`src/rtl/smb_pkg.sv`:
```
package smb_pkg;
    localparam int unsigned SMB_DW  = 8;
    localparam int unsigned SMB_AW  = SMB_DW - 1;
    localparam int unsigned SMB_CW  = $clog2(SMB_DW + 1);
    localparam int unsigned SMB_HAW = 2;

    localparam logic [SMB_HAW-1:0] REG_STAT = 2'd0;
    localparam logic [SMB_HAW-1:0] REG_OWN  = 2'd1;
    localparam logic [SMB_HAW-1:0] REG_DATA = 2'd2;
    localparam logic [SMB_HAW-1:0] REG_CTRL = 2'd3;

    localparam int unsigned CTRL_OUTEN_BIT = 0;
    localparam int unsigned CTRL_SRST_BIT  = SMB_DW - 1;
    localparam logic [SMB_DW-1:0] CTRL_MASK =
        (SMB_DW'(1) << CTRL_SRST_BIT) | (SMB_DW'(1) << CTRL_OUTEN_BIT);

    typedef enum logic [3:0] {
        S_IDLE,
        S_ADDR,
        S_ADDR_ACK,
        S_RX,
        S_RX_ACK,
        S_TX_WAIT,
        S_TX,
        S_TX_ACK,
        S_SKIP
    } smb_state_e;

    typedef struct packed {
        smb_state_e        st;
        logic [SMB_DW-1:0] shreg;
        logic [SMB_CW-1:0] bcnt;
        logic              aas;
        logic              mack;
        logic              scl_low;
        logic              sda_low;
    } smb_eng_t;

    typedef struct packed {
        logic [SMB_AW-1:0] own;
        logic [SMB_DW-1:0] ctrl;
    } smb_regs_t;
endpackage

```
`src/rtl/smb_line_sync.sv`:
```
module smb_line_sync #(
    parameter int unsigned STAGES = 2,
    parameter int unsigned LINES  = 2
) (
    input  logic             clk,
    input  logic             rst_n,
    input  logic [LINES-1:0] raw,
    output logic [LINES-1:0] lvl,
    output logic [LINES-1:0] rise,
    output logic [LINES-1:0] fall
);
    localparam int unsigned DEPTH = STAGES + 1;

    for (genvar g = 0; g < LINES; g++) begin : g_line
        logic [DEPTH-1:0] sh_d, sh_q;

        always_comb begin
            sh_d = {sh_q[DEPTH-2:0], raw[g]};
        end

        always_ff @(posedge clk or negedge rst_n) begin
            if (!rst_n) sh_q <= '1;
            else        sh_q <= sh_d;
        end

        assign lvl[g]  = sh_q[STAGES-1];
        assign rise[g] = sh_q[STAGES-1] & ~sh_q[STAGES];
        assign fall[g] = ~sh_q[STAGES-1] & sh_q[STAGES];
    end
endmodule

```
`src/rtl/smb_bus_watch.sv`:
```
module smb_bus_watch (
    input  logic clk,
    input  logic rst_n,
    input  logic scl_lvl,
    input  logic sda_rise,
    input  logic sda_fall,
    output logic start_evt,
    output logic stop_evt,
    output logic bus_free
);
    logic free_d, free_q;

    assign start_evt = scl_lvl & sda_fall;
    assign stop_evt  = scl_lvl & sda_rise;

    always_comb begin
        free_d = free_q;
        if (start_evt)     free_d = 1'b0;
        else if (stop_evt) free_d = 1'b1;
    end

    always_ff @(posedge clk or negedge rst_n) begin
        if (!rst_n) free_q <= 1'b1;
        else        free_q <= free_d;
    end

    assign bus_free = free_q;
endmodule

```
`src/rtl/smb_host_regs.sv`:
```
module smb_host_regs
    import smb_pkg::*;
(
    input  logic               clk,
    input  logic               rst_n,
    input  logic               host_wr,
    input  logic               host_rd,
    input  logic [SMB_HAW-1:0] host_addr,
    input  logic [SMB_DW-1:0]  host_wdata,
    input  logic               bus_free,
    input  logic               aas,
    input  logic [SMB_DW-1:0]  shreg,
    output logic [SMB_DW-1:0]  host_rdata,
    output logic [SMB_AW-1:0]  own_addr,
    output logic               out_en,
    output logic               soft_rst,
    output logic               wr_data_evt,
    output logic               rd_data_evt
);
    smb_regs_t r_d, r_q;

    always_comb begin
        r_d = r_q;
        if (host_wr) begin
            unique case (host_addr)
                REG_OWN:  r_d.own  = host_wdata[SMB_AW-1:0];
                REG_CTRL: r_d.ctrl = host_wdata & CTRL_MASK;
                default:  ;
            endcase
        end
    end

    always_ff @(posedge clk or negedge rst_n) begin
        if (!rst_n) r_q <= '0;
        else        r_q <= r_d;
    end

    always_comb begin
        unique case (host_addr)
            REG_STAT: host_rdata = {{(SMB_DW-2){1'b0}}, aas, bus_free};
            REG_OWN:  host_rdata = {1'b0, r_q.own};
            REG_DATA: host_rdata = shreg;
            default:  host_rdata = r_q.ctrl;
        endcase
    end

    assign own_addr    = r_q.own;
    assign out_en      = r_q.ctrl[CTRL_OUTEN_BIT];
    assign soft_rst    = r_q.ctrl[CTRL_SRST_BIT];
    assign wr_data_evt = host_wr & (host_addr == REG_DATA);
    assign rd_data_evt = host_rd & (host_addr == REG_DATA);
endmodule

```
`src/rtl/smb_byte_fsm.sv`:
```
module smb_byte_fsm
    import smb_pkg::*;
(
    input  logic              clk,
    input  logic              rst_n,
    input  logic              scl_rise,
    input  logic              scl_fall,
    input  logic              sda_lvl,
    input  logic              start_evt,
    input  logic              stop_evt,
    input  logic [SMB_AW-1:0] own_addr,
    input  logic              out_en,
    input  logic              soft_rst,
    input  logic              wr_data_evt,
    input  logic              rd_data_evt,
    input  logic [SMB_DW-1:0] host_wdata,
    output logic [SMB_DW-1:0] shreg,
    output logic              aas,
    output logic              scl_oe,
    output logic              sda_oe,
    output logic              rx_hold,
    output logic              tx_wait
);
    localparam logic [SMB_CW-1:0] FULL = SMB_CW'(SMB_DW);
    localparam logic [SMB_CW-1:0] LAST = SMB_CW'(SMB_DW - 1);
    localparam logic [SMB_CW-1:0] ONE  = SMB_CW'(1);

    smb_eng_t r_d, r_q;

    always_comb begin
        r_d = r_q;
        if (soft_rst || start_evt || stop_evt) begin
            r_d.st      = start_evt && !soft_rst ? S_ADDR : S_IDLE;
            r_d.aas     = 1'b0;
            r_d.scl_low = 1'b0;
            r_d.sda_low = 1'b0;
            r_d.bcnt    = '0;
        end else begin
            unique case (r_q.st)
                S_IDLE, S_SKIP: begin
                    if (wr_data_evt) r_d.shreg = host_wdata;
                end
                S_ADDR: begin
                    if (scl_rise) begin
                        r_d.shreg = {r_q.shreg[SMB_DW-2:0], sda_lvl};
                        r_d.bcnt  = r_q.bcnt + ONE;
                    end else if (scl_fall && r_q.bcnt == FULL) begin
                        if (r_q.shreg[SMB_DW-1:1] == own_addr) begin
                            r_d.aas     = 1'b1;
                            r_d.sda_low = 1'b1;
                            r_d.st      = S_ADDR_ACK;
                        end else begin
                            r_d.st = S_SKIP;
                        end
                    end
                end
                S_ADDR_ACK: begin
                    if (scl_fall) begin
                        r_d.sda_low = 1'b0;
                        r_d.bcnt    = '0;
                        if (r_q.shreg[0]) begin
                            r_d.st      = S_TX_WAIT;
                            r_d.scl_low = 1'b1;
                        end else begin
                            r_d.st = S_RX;
                        end
                    end
                end
                S_RX: begin
                    if (scl_rise) begin
                        r_d.shreg = {r_q.shreg[SMB_DW-2:0], sda_lvl};
                        r_d.bcnt  = r_q.bcnt + ONE;
                    end else if (scl_fall && r_q.bcnt == FULL) begin
                        r_d.sda_low = 1'b1;
                        r_d.scl_low = 1'b1;
                        r_d.st      = S_RX_ACK;
                    end
                end
                S_RX_ACK: begin
                    if (rd_data_evt) r_d.scl_low = 1'b0;
                    if (scl_fall && !r_q.scl_low) begin
                        r_d.sda_low = 1'b0;
                        r_d.bcnt    = '0;
                        r_d.st      = S_RX;
                    end
                end
                S_TX_WAIT: begin
                    if (wr_data_evt) begin
                        r_d.shreg = host_wdata;
                        if (out_en) begin
                            r_d.sda_low = ~host_wdata[SMB_DW-1];
                            r_d.scl_low = 1'b0;
                            r_d.bcnt    = '0;
                            r_d.st      = S_TX;
                        end
                    end
                end
                S_TX: begin
                    if (scl_fall) begin
                        r_d.bcnt = r_q.bcnt + ONE;
                        if (r_q.bcnt == LAST) begin
                            r_d.sda_low = 1'b0;
                            r_d.st      = S_TX_ACK;
                        end else begin
                            r_d.shreg   = {r_q.shreg[SMB_DW-2:0], 1'b0};
                            r_d.sda_low = ~r_q.shreg[SMB_DW-2];
                        end
                    end
                end
                S_TX_ACK: begin
                    if (scl_rise) r_d.mack = ~sda_lvl;
                    if (scl_fall) begin
                        if (r_q.mack) begin
                            r_d.st      = S_TX_WAIT;
                            r_d.scl_low = 1'b1;
                        end else begin
                            r_d.st = S_SKIP;
                        end
                    end
                end
                default: r_d.st = S_IDLE;
            endcase
        end
    end

    always_ff @(posedge clk or negedge rst_n) begin
        if (!rst_n) begin
            r_q    <= '0;
            r_q.st <= S_IDLE;
        end else begin
            r_q <= r_d;
        end
    end

    assign shreg   = r_q.shreg;
    assign aas     = r_q.aas;
    assign scl_oe  = r_q.scl_low;
    assign sda_oe  = r_q.sda_low;
    assign rx_hold = (r_q.st == S_RX_ACK) && r_q.scl_low;
    assign tx_wait = (r_q.st == S_TX_WAIT);
endmodule

```
`src/rtl/smb_byte_engine.sv`:
```
module smb_byte_engine
    import smb_pkg::*;
#(
    parameter int unsigned SYNC_STAGES = 2
) (
    input  logic       clk,
    input  logic       rst_n,
    input  logic       host_wr,
    input  logic       host_rd,
    input  logic [1:0] host_addr,
    input  logic [7:0] host_wdata,
    output logic [7:0] host_rdata,
    input  logic       scl_i,
    input  logic       sda_i,
    output logic       scl_oe,
    output logic       sda_oe
);
    localparam int unsigned LN_SCL = 0;
    localparam int unsigned LN_SDA = 1;

    logic [1:0]        ln_lvl, ln_rise, ln_fall;
    logic              start_evt, stop_evt, bus_free;
    logic              aas, out_en, soft_rst;
    logic              wr_data_evt, rd_data_evt;
    logic              rx_hold, tx_wait;
    logic [SMB_DW-1:0] shreg;
    logic [SMB_AW-1:0] own_addr;

    smb_line_sync #(.STAGES(SYNC_STAGES), .LINES(2)) u_sync (
        .clk  (clk),
        .rst_n(rst_n),
        .raw  ({sda_i, scl_i}),
        .lvl  (ln_lvl),
        .rise (ln_rise),
        .fall (ln_fall)
    );

    smb_bus_watch u_watch (
        .clk      (clk),
        .rst_n    (rst_n),
        .scl_lvl  (ln_lvl[LN_SCL]),
        .sda_rise (ln_rise[LN_SDA]),
        .sda_fall (ln_fall[LN_SDA]),
        .start_evt(start_evt),
        .stop_evt (stop_evt),
        .bus_free (bus_free)
    );

    smb_host_regs u_regs (
        .clk        (clk),
        .rst_n      (rst_n),
        .host_wr    (host_wr),
        .host_rd    (host_rd),
        .host_addr  (host_addr),
        .host_wdata (host_wdata),
        .bus_free   (bus_free),
        .aas        (aas),
        .shreg      (shreg),
        .host_rdata (host_rdata),
        .own_addr   (own_addr),
        .out_en     (out_en),
        .soft_rst   (soft_rst),
        .wr_data_evt(wr_data_evt),
        .rd_data_evt(rd_data_evt)
    );

    smb_byte_fsm u_fsm (
        .clk        (clk),
        .rst_n      (rst_n),
        .scl_rise   (ln_rise[LN_SCL]),
        .scl_fall   (ln_fall[LN_SCL]),
        .sda_lvl    (ln_lvl[LN_SDA]),
        .start_evt  (start_evt),
        .stop_evt   (stop_evt),
        .own_addr   (own_addr),
        .out_en     (out_en),
        .soft_rst   (soft_rst),
        .wr_data_evt(wr_data_evt),
        .rd_data_evt(rd_data_evt),
        .host_wdata (host_wdata),
        .shreg      (shreg),
        .aas        (aas),
        .scl_oe     (scl_oe),
        .sda_oe     (sda_oe),
        .rx_hold    (rx_hold),
        .tx_wait    (tx_wait)
    );
endmodule

```
`config.mk`:
```
export PLATFORM = sky130hd
export DESIGN_NAME = smb_byte_engine
export DESIGN_NICKNAME = d
export VERILOG_FILES = /design/src/rtl/smb_pkg.sv /design/src/rtl/smb_line_sync.sv /design/src/rtl/smb_bus_watch.sv /design/src/rtl/smb_host_regs.sv /design/src/rtl/smb_byte_fsm.sv /design/src/rtl/smb_byte_engine.sv
export SDC_FILE = /design/constraint.sdc
export NUM_CORES = 1
export LEC_CHECK = 0
export ABC_CLOCK_PERIOD_IN_PS = 1880
export BUFFER_PORTS_ARGS = -buffer_cell sky130_fd_sc_hd__buf_2
export CAP_MARGIN = 0
export CORE_ASPECT_RATIO = 1.1
export CORE_MARGIN = 2
export CORE_UTILIZATION = 53
export CTS_CLUSTER_SIZE = 12
export DETAILED_ROUTE_END_ITERATION = 10
export MAX_ROUTING_LAYER = met4
export PLACE_DENSITY = 0.76
export SLEW_MARGIN = 40
export SYNTH_ARGS = -nofsm -noshare
export SYNTH_HDL_FRONTEND = slang
export SYNTH_SLANG_ARGS = --single-unit
```
`constraint.sdc`:
```
create_clock -name clk -period 1.88 [get_ports clk]
set_input_delay 0.564 -clock clk [delete_from_list [all_inputs] [get_ports clk]]
set_output_delay 0.564 -clock clk [all_outputs]
set_load 0.01 [all_outputs]
```
### After elaboration in Yosys (flattened, before gate mapping)

Cells that the tools add are included.

* muxes and demuxes: 48
* add/sub/neg operators: 1
* bitwise operators: 15
* reductions and logical operators: 28
* equal/unequal tests: 37

Operator list (count)
* $mux 4: 15
* $ne 3x1->1 const B: 13
* $mux 16: 2
* $pmux 4 s8: 1
* $pmux 8 s4: 1
* $pmux 8 s3: 1
* $eq 4x3->1 const B: 5
* $pmux 4 s5: 1
* $mux 8: 2
* $mux 1: 14
* $reduce_and 7->1: 2
* $mux 12: 1
* $mux 2: 6
* $reduce_and 12->1: 1
* $reduce_bool 6->1: 2
* $reduce_and 11->1: 1
* $ne 2x1->1 const B: 5
* $reduce_and 10->1: 1
* $and 1x1->1: 8
* $eq 4x2->1 const B: 2
* $eq 4x4->1 const B: 2
* $reduce_bool 2->1: 4
* $eq 7x7->1: 1
* $not 1->1: 7
* other kinds (22): 31

* register bits after elaboration: 36
* output and inout bits: 10
* word-level logic and storage cells: 141

### Longest topological paths before layout

* depth after elaboration: 7
* mapped depth: 7
* mapped depth without buffers: 7

### Modules after synthesis

Synthesis repeated with hierarchy kept, for this count alone.

* cell total of the unflattened synthesis: 221
* area, all modules: 2318.5 µm²

By module, submodules not included
* smb_byte_fsm: sequential area each 500.5 µm², cells each 169, area an instance 1567.8 µm², times used 1
* smb_host_regs: sequential area each 225.2 µm², cells each 35, area an instance 489.2 µm², times used 1
* smb_line_sync: sequential area each 157.7 µm², cells each 12, area an instance 207.7 µm², times used 1
* smb_bus_watch: sequential area each 26.3 µm², cells each 5, area an instance 53.8 µm², times used 1

### Worst setup path after synthesis

OpenSTA, ideal clock, no wires.

* kind: reg2reg
* start: register u_sync.g_line[0].sh_q[1]
* end: register u_fsm.r_q (netlist bit u_fsm.shreg[1])
* library setup time: 125 ps
* path buffers: 1
* arrival: 1873 ps
* cell stages (with the launch flop): 6
* data required time: 1755 ps
* path slack: -118 ps
* cell sequence: dfstp_2 > or2b_1 > a311oi_2 > and3_1 > buf_6 > mux2_4

* longest elaborated chain between the ends: 5
* elaborated cells between the ends (all ways): 11
* classes of those cells: eq/ne (2); bitwise (6); reduce/logical (3)

Ends and longest elaborated chain
* start, declared: line smb_line_sync.sv:15 `logic [DEPTH-1:0] sh_d, sh_q;`
* start signal, assigned: line smb_line_sync.sv:22 `if (!rst_n) sh_q <= '1;`
* start signal, assigned: line smb_line_sync.sv:23 `else sh_q <= sh_d;`
* $and 1x1->1: line smb_bus_watch.sv:13 `assign start_evt = scl_lvl & sda_fall;`
* $logic_or 1x1->1 (2 in series): line smb_byte_fsm.sv:32 `if (soft_rst || start_evt || stop_evt) begin`
* $not 1->1 (no source line)
* $reduce_and 7->1 (no source line) *
* end signal, assigned: line smb_byte_fsm.sv:131 `r_q <= r_d;`
* end, declared: line smb_byte_fsm.sv:28 `smb_eng_t r_d, r_q;`

Mark *: on every way between the ends. The rest lies on a longest branch, timed or not.
A chain may end at the register's enable or synchronous reset.

### Worst setup path in the final report

* start: register u_sync.g_line[0].sh_q[2]
* end: register u_fsm.r_q[16] (netlist bit)

* longest elaborated chain between the ends: 4
* elaborated cells between the ends (all ways): 14
* classes of those cells: eq/ne (8); bitwise (3); reduce/logical (3)

Ends and longest elaborated chain (line)
* $and 1x1->1 / $not 1->1 (equally long branches): smb_line_sync.sv:28, smb_line_sync.sv:27
* $logic_and 1x1->1 (tied with other cells): smb_byte_fsm.sv:47, smb_byte_fsm.sv:73
* $ne 3x1->1 (no source line) / $ne 3x3->1 (equally long branches)
* $reduce_and 12->1 (no source line) *

Marked as above.

==> impl_metrics.ini <==
[outcome]
status = complete, but fails checks
violations = setup timing

[global_route]
grtUsageTotal_pct = 29.47
grt_pass1_vias = 2179
antenna_found_initial = 0
grt-ovfl-total = 0
grt_first_pass_wirelength_um = 10460
grt_start_max_net_pins = 37

[final_layout]
utilization_pct = 75.82
area_growth_pct = 37.48
drive_gt1_share_pct = 49.23
most-common-layout-cells = buf_4 (50), nand2_1 (32), dfrtp_1 (25)
final_common_cell = buf_4
num_antenna_cells = 0
layout.nets = 340
fill_cells = 266

[clock_tree]
insertion_delay_ns = 0.29
ctsHtreeMaxLevel = 2
clkTransAtPathRegs_ns = 0.07
cts_buffers = 5
cts_tree = done
cts_root_buffer = clkbuf_8
cts.sinks = 36
clock_path_buffers = 2

[place]
gp_congestion = 0.9214
dp.final_hpwl_um = 4732
port_buffers = 25
pre_cts_slack_ns = -0.1779

[power_and_ir_drop]
leakage_uw = 0.001459
ir_drop_mv = 0.6373
p_per_area_nw_per_um2 = 768.7

[route]
vias = 2304
drc = 0
avgRoutedWirePerCell_um = 18.40
drtPass1Iterations = 6
drtIter0Drc = 164
wl_um = 6938
via_per_inst = 6.111
antenna_left = 0

[synthesis]
ys_ff_latch = 36
synth-edff-count = 0
avgSynthCellArea_um2 = 9.848
ys.flop_type = dfrtp_1
syn_nets = 258
syn_area_um2 = 2364
async_reset_ff_share_pct = 100.0
yosys_warnings = 0
synth_cell_type_count = 66
synth_cells = 240
ys_seq_area_share_pct = 38.49

[setup_path]
critPathMaxFanout = 5
slowest_stage = dfstp_2
crit_type = reg2reg
cp-end-kind = flop
cp.required_ns = 2.06
cp_cell_sequence = and2b_4 -> o21ai_1 -> a2111o_1 -> o21ai_2 -> mux2_4
critical_path_arrival_ns = 2.14
slowest_delay_ns = 0.56
start_kind = flop

[sta]
tightest_slew_ns = 0.4739
finalHoldViolations = 0
clock_skew_ns = 0.006551
max-slew-margin-rel_pct = 68.41
fin_setup_tns_ns = -0.5817
whs_ns = 0.3118
rsz0062_at_grt = yes
min_period_over_period_pct = 104.2
fin_ws_ns = -0.07811
setup_viol = 15
post-route-min-period_ns = 1.958
drv_slew = 0
fmax_ghz = 0.5107

[floorplanning]
start_util_pct = 55.15
io_pins = 26
core-area_um2 = 4285
dieWidth_um = 67.67
die_h_um = 74.04
rows = 25
die_area_um2 = 5010

[flow_run]
maxCapViolations = 0

[hold_path]
hold_class = in2async
-- logic make-up after synthesis --
| kind of cell | count (synthesis) | share of synthesized area (%) |
|---|---|---|
| simple gates | 91 | 21.97 |
| flops | 36 | 38.49 |
| compound gates | 57 | 18.05 |
| mux | 24 | 12.71 |
| buf+inv | 22 | 4.765 |
| xor+xnor | 8 | 2.965 |
| fa+ha+maj | 2 | 1.059 |
-- synthesized netlist by cell type, types with 3 or more instances --
cell	n	share of area [%]
dfrtp_1	29	31
nand3_1	6	1.3
mux2i_1	6	2.5
nor2_1	10	1.6
a22o_1	5	1.9
nor4_1	3	0.79
xnor2_1	6	2.2
nor2b_1	3	0.79
nor3_1	7	1.5
buf_2	3	0.64
nand2b_1	3	0.79
nand2_1	34	5.4
mux2_2	8	3.8
buf_6	3	1.4
inv_1	10	1.6
mux2_4	7	4.4
o21ai_1	5	1.1
a21oi_1	9	1.9
nand4_1	4	1.1
clkbuf_1	5	0.79
dfstp_2	7	7.8
o21ai_0	15	3.2
-- state kept, by name (all words and copies together) (netlist names) --
name,flops
u_fsm.r_q,9
u_fsm.shreg,8
u_regs.own_addr,7
u_sync.g_line.sh_q,6
u_fsm.aas,1
u_fsm.scl_oe,1
u_fsm.sda_oe,1
u_regs.out_en,1
u_regs.soft_rst,1
u_watch.bus_free,1
-- stage by stage --
step	std cells	cell area (µm²)	total power [µW]
3_5_place_dp	354	2863	1874
3_3_place_gp	354	2863	1850
5_1_grt	377	3249	2607
4_1_cts	371	3079	2452
6_report	377	3249	2498
2_1_floorplan	240	2380	1570
-- worst max-delay path: cells and delay by family, from the launching register on --
kind	cells	cell delay, ns
muxes	1	0.31
AOI/OAI and AO/OA	3	0.77
DFF	1	0.56
and+or+nand+nor	1	0.21
-- where the power goes --
part           leakage [µW]  switching (µW)  internal [µW]
Clock             0.0000422             277            260
Combinational      0.000979             393            479
Sequential         0.000438             170            919
-- metal layers --
metal  track usage (%)  wire length (µm)  vias to the layer above  part of all wire [%]
met3             4.387               441                       37                   6.4
met2             48.26              3401                      112                    49
met1             36.28              2741                     1111                    40
met5                 -                 0                        -                     0
li1                  -                 -                     1044                     -
met4             12.24               354                        0                   5.1
-- final timing paths --
kind	startpoint	end	slack, ns	cells past startpoint
max	u_sync.g_line[0].sh_q[2]	u_fsm.r_q[16]	-0.08	5
min	rst_n	u_fsm.shreg[0]	0.31	2
max reg2reg	u_sync.g_line[0].sh_q[2]	u_fsm.r_q[16]	-0.08	5
min reg2reg	u_sync.g_line[1].sh_q[0]	u_sync.g_line[1].sh_q[1]	0.36	0
max in group asynchronous	rst_n	u_sync.g_line[1].sh_q[2]	1.22	2
min in group clk	u_sync.g_line[1].sh_q[0]	u_sync.g_line[1].sh_q[1]	0.36	0
-- final cells by class --
type	count	area, µm²	area share (%)
clock buffers	7	76.32	2.349
well taps	54	67.56	2.079
clock inverters	1	5.005	0.1540
repair buffers	87	674.4	20.75
inverters	10	40.04	1.232
multi-input cells	182	1471	45.28
flip-flops and latches	36	914.6	28.15
-- timing repair --
item / CTS / global route
gates resized for setup: 19 / 36
hold buffers: 0 / 0
pin swaps: 5 / 16
buffers inserted: 9 / 8
hold endpoints to repair: 0 / 0
setup endpoints to repair: 22 / 25
Note: power is estimated with default switching activity, not from simulation.
